==> src/rtl/rtc_alarm_pkg.sv <==
package rtc_alarm_pkg;

    parameter int unsigned FIELD_W  = 8;
    parameter int unsigned N_FIELDS = 4;

    typedef logic [FIELD_W-1:0] bcd_t;

    // date occupies the top byte so it maps to field index 3
    typedef struct packed {
        bcd_t date;
        bcd_t hour;
        bcd_t min;
        bcd_t sec;
    } tod_t;

    typedef logic [N_FIELDS-1:0] fmask_t;   // bit i: field i is compared

    typedef enum logic [3:0] {
        RPT_SECOND = 4'b1111,
        RPT_MINUTE = 4'b1110,
        RPT_HOUR   = 4'b1100,
        RPT_DAY    = 4'b1000,
        RPT_MONTH  = 4'b0000
    } rpt_code_e;

    function automatic fmask_t rpt_to_mask(input logic [3:0] code);
        case (code)
            RPT_MINUTE: rpt_to_mask = 4'b0001;
            RPT_HOUR:   rpt_to_mask = 4'b0011;
            RPT_DAY:    rpt_to_mask = 4'b0111;
            RPT_MONTH:  rpt_to_mask = 4'b1111;
            default:    rpt_to_mask = 4'b0000;  // once per second
        endcase
    endfunction

endpackage

==> src/rtl/rtc_alarm_cmp.sv <==
module rtc_alarm_cmp
    import rtc_alarm_pkg::*;
(
    input  logic       clk,
    input  logic       rst,
    input  logic       sec_tick,
    input  tod_t       now_tod,
    input  tod_t       alm_tod,
    input  logic [3:0] rpt_mode,
    output logic       hit
);

    logic [N_FIELDS-1:0][FIELD_W-1:0] now_f;
    logic [N_FIELDS-1:0][FIELD_W-1:0] alm_f;
    fmask_t                           used;
    logic [N_FIELDS-1:0]              field_ok;

    assign now_f = now_tod;
    assign alm_f = alm_tod;
    assign used  = rpt_to_mask(rpt_mode);

    for (genvar g = 0; g < N_FIELDS; g++) begin : g_field
        assign field_ok[g] = !used[g] || (now_f[g] == alm_f[g]);
    end

    assign hit = sec_tick && (&field_ok);

    assert_every_sec_R3: assert property (@(posedge clk) disable iff (rst)
        (sec_tick && rpt_mode == 4'b1111) |-> hit);

    assert_no_strobe_R2: assert property (@(posedge clk) disable iff (rst)
        !sec_tick |-> !hit);

endmodule

==> src/rtl/rtc_alarm_flags.sv <==
module rtc_alarm_flags (
    input  logic clk,
    input  logic rst,
    input  logic hit,
    input  logic flags_read,
    input  logic flag_irq_en,
    input  logic backup_irq_en,
    input  logic on_battery,
    output logic alarm_flag,
    output logic alarm_irq
);

    logic irq_allowed;

    assign irq_allowed = flag_irq_en && (!on_battery || backup_irq_en);

    always_ff @(posedge clk) begin
        if (rst) begin
            alarm_flag <= 1'b0;
            alarm_irq  <= 1'b0;
        end else begin
            if (hit)
                alarm_flag <= 1'b1;
            else if (flags_read)
                alarm_flag <= 1'b0;

            if (hit && irq_allowed)
                alarm_irq <= 1'b1;
            else if (flags_read)
                alarm_irq <= 1'b0;
        end
    end

    assert_hold_R2: assert property (@(posedge clk) disable iff (rst)
        (!hit && !flags_read) |=> ($stable(alarm_flag) && $stable(alarm_irq)));

    assert_read_clears_R11: assert property (@(posedge clk) disable iff (rst)
        (flags_read && !hit) |=> (!alarm_flag && !alarm_irq));

    assert_hit_wins_R12: assert property (@(posedge clk) disable iff (rst)
        hit |=> alarm_flag);

    assert_irq_needs_flag_R9: assert property (@(posedge clk) disable iff (rst)
        alarm_irq |-> alarm_flag);

    assert_battery_gate_R10: assert property (@(posedge clk) disable iff (rst)
        (on_battery && !backup_irq_en && !alarm_irq) |=> !alarm_irq);

endmodule

==> src/rtl/rtc_alarm_unit.sv <==
module rtc_alarm_unit
    import rtc_alarm_pkg::*;
(
    input  logic       clk,
    input  logic       rst,
    input  logic       sec_tick,
    input  logic [7:0] now_date,
    input  logic [7:0] now_hour,
    input  logic [7:0] now_min,
    input  logic [7:0] now_sec,
    input  logic [7:0] alm_date,
    input  logic [7:0] alm_hour,
    input  logic [7:0] alm_min,
    input  logic [7:0] alm_sec,
    input  logic [3:0] rpt_mode,
    input  logic       flag_irq_en,
    input  logic       backup_irq_en,
    input  logic       on_battery,
    input  logic       flags_read,
    output logic       alarm_flag,
    output logic       alarm_irq
);

    tod_t now_tod;
    tod_t alm_tod;
    logic hit;

    assign now_tod = '{date: now_date, hour: now_hour, min: now_min, sec: now_sec};
    assign alm_tod = '{date: alm_date, hour: alm_hour, min: alm_min, sec: alm_sec};

    rtc_alarm_cmp u_cmp (
        .clk      (clk),
        .rst      (rst),
        .sec_tick (sec_tick),
        .now_tod  (now_tod),
        .alm_tod  (alm_tod),
        .rpt_mode (rpt_mode),
        .hit      (hit)
    );

    rtc_alarm_flags u_flags (
        .clk           (clk),
        .rst           (rst),
        .hit           (hit),
        .flags_read    (flags_read),
        .flag_irq_en   (flag_irq_en),
        .backup_irq_en (backup_irq_en),
        .on_battery    (on_battery),
        .alarm_flag    (alarm_flag),
        .alarm_irq     (alarm_irq)
    );

    assert_reset_R1: assert property (@(posedge clk)
        rst |=> (!alarm_flag && !alarm_irq));

endmodule

==> config.mk <==
export PLATFORM = sky130hd
export DESIGN_NAME = rtc_alarm_unit
export DESIGN_NICKNAME = d
export VERILOG_FILES = /design/src/rtl/rtc_alarm_pkg.sv /design/src/rtl/rtc_alarm_cmp.sv /design/src/rtl/rtc_alarm_flags.sv /design/src/rtl/rtc_alarm_unit.sv
export SDC_FILE = /design/constraint.sdc
export NUM_CORES = 1
export LEC_CHECK = 0
export BUFFER_PORTS_ARGS = -buffer_cell sky130_fd_sc_hd__buf_2
export CORE_MARGIN = 2
export CORE_UTILIZATION = 30
export DETAILED_ROUTE_END_ITERATION = 8
export GPL_TIMING_DRIVEN = 0
export PLACE_DENSITY = 0.85
export RECOVER_POWER = 50
export SKIP_CTS_REPAIR_TIMING = 1
export SKIP_LAST_GASP = 1
export SLEW_MARGIN = 20
export SYNTH_ARGS = -nofsm -noshare
export SYNTH_HDL_FRONTEND = slang
export SYNTH_SLANG_ARGS = --single-unit
==> constraint.sdc <==
create_clock -name clk -period 2.26 [get_ports clk]
set_clock_uncertainty 0.2 [all_clocks]
set_input_delay 0.452 -clock clk [delete_from_list [all_inputs] [get_ports clk]]
set_output_delay 0.452 -clock clk [all_outputs]
set_load 0.02 [all_outputs]
==> results.py, run 1 <==
metrics = {
    "status": {
        "status": "finished, final reports clean",
    },
    "worst_setup_path": {
        "cp_slowest_cell": "o31ai_2",
        "crit_chain": "buf_2 -> xnor2_1 -> nand4_1 -> o21ai_0 -> nand4_1 -> o31ai_2",
        "r2r_end": "u_flags.alarm_irq$_SDFFE_PP0P_",
        "crit_top_cell": "nand4_1",
        "cp.arrival_ns": 1.40,
        "r2r_start": "u_flags.alarm_irq$_SDFFE_PP0P_",
        "critPathLaunchType": "primary input",
        "rrSetupSlack_ns": 1.51,
        "worstSetupPathType": "primary input to flip-flop",
        "worst-endpoint-required_ns": 2.20,
        "cp_top_family": "compound AO/OA/AOI/OAI gates",
        "critical_path.max_fanout": 2,
        "worstRegToRegCells": 2,
        "crit_path_end_kind": "flip-flop",
        "slowest_delay_ns": 0.25,
        "crit_buf_inv": 1,
    },
    "clock_tree": {
        "clk_path_buf_depth": 2,
        "cts_tree": "built",
        "clk_latency_ns": 0.22,
        "clk_pin_slew_ns": 0.03,
        "clkSinkCount": 2,
        "cts_max_level": 1,
        "numCtsBuffers": 3,
        "ctsRootBufferMaster": "clkbuf_4",
    },
    "sta": {
        "rsz0062_at_grt": "false",
        "finalCriticalPeriod_ns": 1.47,
        "max_freq_mhz": 681,
        "drv_slew": 0,
        "finalHoldViolCount": 0,
        "period_share": 0.650,
        "setup_viol_count_final": 0,
        "fin_setup_tns_ns": 0,
        "worstMarginPinSlew_ns": 0.368,
        "slew_headroom": 0.754,
        "worst_slack_ns": 0.792,
    },
    "floorplanning": {
        "pin_count": 77,
        "coreArea_sq_mm": 0.00151,
        "num_rows": 14,
        "start_util": 0.320,
        "die_w_um": 44.1,
        "die_area_sq_mm": 0.00194,
        "die_h_um": 44.1,
    },
    "layout": {
        "multi_input_area_sq_um": 430,
        "fin_nets": 215,
        "num_antenna_cells": 0,
        "seq_area_sq_um": 40.0,
        "drive_gt1_frac": 0.580,
        "final_common_cell": "buf_2",
        "final_util": 0.599,
        "syn_to_final_growth_pct": 87.3,
        "stdcell_area_sq_um": 902,
        "final_cell_mix": "buf_2, xnor2_1, xor2_1",
        "fillers": 145,
    },
    "detailed_routing": {
        "wl_per_cell_um": 10.0,
        "drt-total-wl_um": 1540,
        "via_count": 698,
        "drt_pass1_iterations": 4,
        "dr.first_iter.drc_count": 7,
        "drc_errors": 0,
        "vias_per_cell": 4.53,
        "final_antenna_net_count": 0,
    },
    "power": {
        "ir_drop_uv": 172,
        "pwr-share-seq": 0.148,
        "p_sw_w": 0.0000769,
        "p_comb_frac": 0.554,
        "p_leak_nw": 0.447,
        "power_density_mw_per_mm2": 289,
        "p_int_w": 0.000184,
        "pwr-share-clk": 0.297,
        "totalPowerFinal_w": 0.000260,
        "swShare": 0.295,
    },
    "yosys": {
        "syn-cell-area_sq_um": 482,
        "avgSynthCellArea_sq_um": 8.16,
        "muxShareOfSynthArea": 0,
        "ys_ff_latch": 2,
        "yosys_warnings": 0,
        "synth_compound_area_frac": 0.132,
        "synth_top_family_by_area": "XOR/XNOR gates",
        "postSynthCellCount": 59,
        "yosys.area_share.simple": 0.179,
        "ys_top_cells_by_area": "xnor2_1, xor2_1, nand4_1",
        "yosys.area_share.xor_xnor": 0.582,
        "synthAdderAreaFrac": 0,
        "yosysTopAreaCellShare": 0.436,
        "syn_nets": 134,
        "ys_types": 16,
        "synth_top_cell_by_area": "xnor2_1",
        "synth-seq-area-share": 0.0831,
    },
    "placed_design": {
        "dp_slack_ns": 0.533,
        "place_area_sq_um": 882,
        "io_buffers": 76,
        "place_hpwl_um": 1470,
        "gp_congestion": 0.704,
    },
    "worst_hold_path": {
        "hold_start": "u_flags.alarm_flag$_SDFFE_PP0P_",
        "hold_class": "flip-flop to flip-flop",
        "hold_depth": 2,
        "holdPathEnd": "u_flags.alarm_flag$_SDFFE_PP0P_",
    },
    "global_route": {
        "grt_pass1_wl_um": 2480,
        "grt_usage": 0.167,
        "antenna_found_initial": 0,
        "grt_max_degree": 5,
        "grt_overflow": 0,
        "grt_pass1_vias": 716,
    },
    "flow_run": {
        "maxCapViolations": 0,
    },
}
## worst max path at each step
stage                     start                             end  slack (ns)  cells past startpoint
global placement    alm_hour[6]  u_flags.alarm_irq$_SDFFE_PP0P_        0.57                      5
floorplan           alm_hour[6]  u_flags.alarm_irq$_SDFFE_PP0P_        0.75                      4
finish              alm_date[0]  u_flags.alarm_irq$_SDFFE_PP0P_        0.79                      6
detailed placement  alm_date[0]  u_flags.alarm_irq$_SDFFE_PP0P_        0.53                      6
CTS                 alm_date[0]  u_flags.alarm_irq$_SDFFE_PP0P_        0.76                      6
global route        alm_date[0]  u_flags.alarm_irq$_SDFFE_PP0P_        0.64                      6
## cell families (layout without fill, tap and decap cells)
family	after synthesis	in the layout
and+or+nand+nor	14	14
buffers and inverters	3	82
AOI/OAI and AO/OA	8	8
DFF	2	2
xor gates and xnor gates	32	32
## layer usage
metal / GRT usage / routed length, um
met1: 0.144 / 455
met2: 0.362 / 923
met3: 0.0408 / 152
met4: 0.0424 / 12
met5: 0 / 0
## synth_stat cells, drive strengths merged
| cell | number |
|---|---|
| a2111oi | 1 |
| a21oi | 1 |
| dfxtp | 2 |
| inv | 3 |
| nand2 | 2 |
| nand4 | 7 |
| nor2 | 1 |
| nor2b | 1 |
| nor4 | 3 |
| o211ai | 1 |
| o21ai | 3 |
| o221ai | 1 |
| o31ai | 1 |
| xnor2 | 24 |
| xor2 | 8 |
## sequential cells by signal (all words and copies together) (netlist names)
| register | cells |
|---|---|
| u_flags.alarm_flag | 1 |
| u_flags.alarm_irq | 1 |
## metrics by stage
step                hold slack (ns)  std cells
CTS                           0.260        154
detailed placement            0.253        151
floorplan                     0.338         59
global placement              0.237        151
global route                  0.293        154
finish                        0.258        154
## worst min-delay path, delay by kind of cell, from the launching register on
kind | cells | cell delay, ns
AOI/OAI and AO/OA | 1 | 0.06
DFF | 1 | 0.31
and+or+nand+nor | 1 | 0.05
## power groups by stage
stage / clock [W] / combinational [W] / sequential [W]
6_report: 0.0000774 / 0.000144 / 0.0000386
5_1_grt: 0.0000861 / 0.000160 / 0.0000389
4_1_cts: 0.0000806 / 0.000147 / 0.0000386
3_5_place_dp: 0 / 0.000147 / 0.0000391
3_3_place_gp: 0 / 0.000141 / 0.0000390
2_1_floorplan: 0 / 0.0000613 / 0.0000417
## layout make-up
type                            instances  share of cell area
Timing Repair Buffer                   76               0.419
Sequential cell                         2              0.0444
Multi-Input combinational cell         54               0.477
Tap cell                               16              0.0222
Inverter                                3              0.0125
Clock buffer                            3              0.0250
Power figures use the tool's default switching activity.
==> run 2, diff against run 1 <==
--- a/config.mk
+++ b/config.mk
@@ -7,10 +7,10 @@
 export LEC_CHECK = 0
 export BUFFER_PORTS_ARGS = -buffer_cell sky130_fd_sc_hd__buf_2
 export CORE_MARGIN = 2
-export CORE_UTILIZATION = 30
+export CORE_UTILIZATION = 25
 export DETAILED_ROUTE_END_ITERATION = 8
 export GPL_TIMING_DRIVEN = 0
-export PLACE_DENSITY = 0.85
+export PLACE_DENSITY = 0.75
 export RECOVER_POWER = 50
 export SKIP_CTS_REPAIR_TIMING = 1
 export SKIP_LAST_GASP = 1
==> constraint.sdc (replaced) <==
create_clock -name clk -period 1.2 [get_ports clk]
set_clock_uncertainty 0.2 [all_clocks]
set_input_delay 0.24 -clock clk [delete_from_list [all_inputs] [get_ports clk]]
set_output_delay 0.24 -clock clk [all_outputs]
set_load 0.02 [all_outputs]
==> run 2 against run 1 <==
- the run now ends with setup timing left
- largest cell class unchanged
- die area increased by 18%
- setup slack worse by 0.82 ns
- cell area is 27% higher
- sequential share of layout area shrank 0.95 points
- critical path type unchanged
- routed wire length grew 33%
- sequential cell count did not move
- sequential power increased by 89%
==> results.py, run 2 (synthesized netlist as in run 1, its figures left out) <==
metrics = {
    "placed_design": {
        "gp_congestion": 0.654,
        "place_hpwl_um": 1470,
        "io_buffers": 76,
    },
    "layout": {
        "fin_nets": 215,
        "final_cell_mix": "buf_2, xnor2_1, buf_6",
        "fillers": 160,
        "syn_to_final_growth_pct": 138,
        "multi_input_area_sq_um": 593,
        "drive_gt1_frac": 0.725,
        "final_common_cell": "buf_2",
        "largestRegisters": "u_flags.alarm_flag (1), u_flags.alarm_irq (1)",
        "num_antenna_cells": 0,
        "final_util": 0.650,
        "seq_area_sq_um": 40.0,
    },
    "worst_setup_path": {
        "crit_path_end_kind": "flip-flop",
        "worstSetupPathType": "primary input to flip-flop",
        "rrSetupSlack_ns": 0.45,
        "slowest_delay_ns": 0.33,
        "critPathLaunchType": "primary input",
        "critical_path.max_fanout": 2,
        "cp_slowest_cell": "nor4_4",
        "worst-endpoint-required_ns": 1.15,
        "crit_chain": "buf_2 -> xor2_1 -> nor4_4 -> a2111oi_4 -> o31ai_2",
        "cp.arrival_ns": 1.18,
    },
    "detailed_routing": {
        "final_antenna_net_count": 0,
        "wl_per_cell_um": 12.6,
        "via_count": 742,
        "drt_pass1_iterations": 4,
        "vias_per_cell": 4.55,
        "drc_errors": 0,
        "dr.first_iter.drc_count": 4,
        "drt-total-wl_um": 2060,
    },
    "sta": {
        "hold_ws_ns": 0.0874,
        "setup_viol_count_final": 2,
        "max_freq_mhz": 815,
        "rsz0062_at_grt": "true",
        "drv_slew": 0,
        "finalCriticalPeriod_ns": 1.23,
        "period_share": 1.02,
        "finalHoldViolCount": 0,
        "worst_slack_ns": -0.0269,
        "worstMarginPinSlew_ns": 0.300,
        "slew_headroom": 0.800,
    },
    "global_route": {
        "grt_max_degree": 5,
        "grt_pass1_vias": 720,
        "grt_usage": 0.144,
        "antenna_found_initial": 0,
        "grt_pass1_wl_um": 2320,
        "grt_overflow": 0,
    },
    "clock_tree": {
        "clkSinkCount": 2,
        "cts_tree": "built",
        "cts_max_level": 1,
        "numCtsBuffers": 3,
        "clk_path_buf_depth": 2,
        "clk_pin_slew_ns": 0.03,
        "clk_latency_ns": 0.23,
        "ctsRootBufferMaster": "clkbuf_4",
    },
    "floorplanning": {
        "pin_count": 77,
        "start_util": 0.273,
        "die_h_um": 47.9,
        "num_rows": 15,
        "die_w_um": 47.9,
        "coreArea_sq_mm": 0.00176,
        "die_area_sq_mm": 0.00229,
    },
    "flow_run": {
        "maxCapViolations": 0,
    },
    "power": {
        "p_leak_nw": 0.543,
        "power_density_mw_per_mm2": 527,
        "totalPowerFinal_w": 0.000605,
        "ir_drop_uv": 210,
    },
    "status": {
        "status": "finished with violations",
        "violations": "setup timing",
    },
    "worst_hold_path": {
        "hold_class": "primary input to flip-flop",
    },
}
-- run 2: cell count changes in the layout (fill, tap and decap cells not counted), sizes merged --
cell / before / now
buf: 74 / 75
clkbuf: 5 / 4
-- run 2: cell type report --
type	count	share of cell area
timing repair buffer	76	0.391
inverter	3	0.00981
clock buffer	3	0.0196
tap	25	0.0273
sequential	2	0.0349
multi-input combinational	54	0.517
-- run 2: worst paths after layout --
kind | start | endpoint | cells past startpoint
max | alm_hour[3] | u_flags.alarm_irq$_SDFFE_PP0P_ | 5
min | flags_read | u_flags.alarm_flag$_SDFFE_PP0P_ | 4
max reg2reg | u_flags.alarm_irq$_SDFFE_PP0P_ | u_flags.alarm_irq$_SDFFE_PP0P_ | 2
min reg2reg | u_flags.alarm_flag$_SDFFE_PP0P_ | u_flags.alarm_flag$_SDFFE_PP0P_ | 2
-- run 2: power by group --
group	internal [W]	switching (W)	leakage [nW]	total, W
Combinational	0.000220	0.000153	0.513	0.000374
Clock	0.000111	0.0000473	0.0138	0.000158
Sequential	0.0000710	0.00000186	0.0164	0.0000728
Total	0.000403	0.000203	0.543	0.000605
-- run 2: worst max-delay path: cells and delay by family --
family | cells | cell delay, ns
buffers and inverters | 1 | 0.11
AO/OA/AOI/OAI | 2 | 0.34
XOR/XNOR | 1 | 0.16
AND/OR/NAND/NOR | 1 | 0.33
-- run 2: layer usage --
layer | part of all wire | GRT usage
met1 | 0.25 | 0.115
met2 | 0.61 | 0.301
met3 | 0.092 | 0.0226
met4 | 0.039 | 0.103
met5 | 0 | 0
-- run 2: through the flow --
stage               setup slack, ns  setup TNS [ns]  instances  cell area, sq um
finish                      -0.0269         -0.0519        163              1150
global route                -0.0733          -0.141        163              1150
CTS                         -0.0908          -0.152        163               916
detailed placement           -0.330          -0.622        160               893
global placement             -0.277          -0.521        160               893
floorplan                   -0.0992          -0.175         59               482
==> run 3, diff against run 2 <==
==> constraint.sdc (replaced) <==
create_clock -name clk -period 1.2 [get_ports clk]
set_clock_uncertainty 0.2 [all_clocks]
set_input_delay 0.06 -clock clk [delete_from_list [all_inputs] [get_ports clk]]
set_output_delay 0.06 -clock clk [all_outputs]
set_load 0.02 [all_outputs]
==> run 3 against run 2 <==
- the flow finishes with violations (hold timing)
- register-to-register slack hardly changed
- clock power is essentially flat
- sequential power hardly changed
- power is 16% lower
- maximum frequency up 14%
- critical endpoint is now u_flags.alarm_flag$_SDFFE_PP0P_
- setup slack better by 0.15 ns
- highest routed layer unchanged
- final cell count rose by 1.8%
- combinational power decreased by 25%
- critical path depth stayed put
- first-iteration DRC count is 75% lower
- non-clock buffer count increased by 3
- worst hold slack lost 0.14 ns
==> results.py, run 3 (synthesized netlist as in run 1, its figures left out) <==
metrics = {
    "status": {
        "status": "finished with violations",
        "violations": "hold timing",
    },
    "layout": {
        "num_antenna_cells": 0,
        "final_cell_mix": "buf_2, xnor2_1, xor2_1",
        "fin_nets": 218,
        "final_util": 0.535,
        "drive_gt1_frac": 0.567,
        "largestRegisters": "u_flags.alarm_flag (1), u_flags.alarm_irq (1)",
        "final_common_cell": "buf_2",
        "syn_to_final_growth_pct": 95.8,
    },
    "worst_setup_path": {
        "slowest_delay_ns": 0.44,
        "crit_buf_inv": 1,
        "worstSetupPathType": "primary input to flip-flop",
        "critical_path.max_fanout": 2,
        "crit_path_end_kind": "flip-flop",
        "cp.arrival_ns": 0.97,
        "crit_chain": "buf_2 -> xor2_1 -> nor4_1 -> a2111oi_2 -> o21ai_0",
        "cp_slowest_cell": "a2111oi_2",
        "critPathLaunchType": "primary input",
        "worst-endpoint-required_ns": 1.10,
        "cp_top_family": "compound AO/OA/AOI/OAI gates",
    },
    "floorplanning": {
        "start_util": 0.273,
        "die_area_sq_mm": 0.00229,
        "die_h_um": 47.9,
        "pin_count": 77,
        "coreArea_sq_mm": 0.00176,
        "die_w_um": 47.9,
        "num_rows": 15,
    },
    "clock_tree": {
        "numCtsBuffers": 3,
        "clk_path_buf_depth": 2,
        "clkSinkCount": 2,
        "cts_max_level": 1,
        "ctsRootBufferMaster": "clkbuf_4",
        "cts_tree": "built",
        "clk_pin_slew_ns": 0.03,
        "clk_latency_ns": 0.23,
    },
    "sta": {
        "period_share": 0.894,
        "hold_ws_ns": -0.0548,
        "worstMarginPinSlew_ns": 0.374,
        "finalCriticalPeriod_ns": 1.07,
        "rsz0062_at_grt": "false",
        "setup_viol_count_final": 0,
        "fin_setup_tns_ns": 0,
        "drv_slew": 0,
        "slew_headroom": 0.750,
        "max_freq_mhz": 932,
        "finalHoldViolCount": 2,
    },
    "global_route": {
        "grt_pass1_wl_um": 2320,
        "grtUsageMet2": 0.301,
        "gr-usage-met1": 0.115,
        "grt_util_met3": 0.0226,
        "antenna_found_initial": 0,
        "busiest_layer": "met2",
        "grt_max_degree": 5,
        "grt_usage": 0.144,
        "grt_overflow": 0,
        "grt_pass1_vias": 722,
    },
    "placed_design": {
        "io_buffers": 76,
        "place_hpwl_um": 1470,
        "gp_congestion": 0.654,
    },
    "detailed_routing": {
        "via_count": 737,
        "dr.first_iter.drc_count": 1,
        "vias_per_cell": 4.44,
        "wl_per_cell_um": 9.73,
        "drt-total-wl_um": 1620,
        "drt_pass1_iterations": 2,
        "drc_errors": 0,
        "final_antenna_net_count": 0,
    },
    "power": {
        "totalPowerFinal_w": 0.000508,
        "p_leak_nw": 0.459,
        "ir_drop_uv": 185,
        "power_density_mw_per_mm2": 538,
    },
    "worst_hold_path": {
        "hold_class": "primary input to flip-flop",
    },
    "flow_run": {
        "maxCapViolations": 0,
    },
}
[run 3: final timing paths]
path,from,slack (ns),cells after the start,end
max,alm_hour[6],0.13,5,u_flags.alarm_flag$_SDFFE_PP0P_
min reg2reg,u_flags.alarm_flag$_SDFFE_PP0P_,0.26,2,u_flags.alarm_flag$_SDFFE_PP0P_
max reg2reg,u_flags.alarm_irq$_SDFFE_PP0P_,0.45,2,u_flags.alarm_irq$_SDFFE_PP0P_
min,rpt_mode[0],-0.05,3,u_flags.alarm_flag$_SDFFE_PP0P_
[run 3: cell type report]
type	count	area, sq um
Fill cell	190	821
Multi-Input combinational cell	54	430
Timing Repair Buffer	79	408
Sequential cell	2	40.0
Tap cell	25	31.3
Clock buffer	3	22.5
Inverter	3	11.3
[run 3: metrics by stage]
step	instances	hold slack, ns	worst slack, ns	cell area (sq um)
final	166	-0.0548	0.128	943
after global routing	166	-0.0301	0.0121	943
after CTS	163	-0.0834	0.0892	916
after detailed placement	160	0.157	-0.150	893
after global placement	160	0.151	-0.0971	893
after floorplan	59	0.0300	0.0808	482
[run 3: tightest hold or removal path, cell delays in order]
cell and delay (ns):
buf_2 0.11, a2111oi_2 0.05, o21ai_0 0.12
[run 3: metal layers]
layer,vias to the layer above,part of all wire
met3,4,0.11
met4,0,0.013
met5,-,0
met1,309,0.30
li1,372,-
met2,52,0.58
[run 3: report_power, final]
group	internal, W	switching, W
sequential	0.0000710	0.00000181
clock	0.000111	0.0000446
combinational	0.000171	0.000108
total	0.000353	0.000155
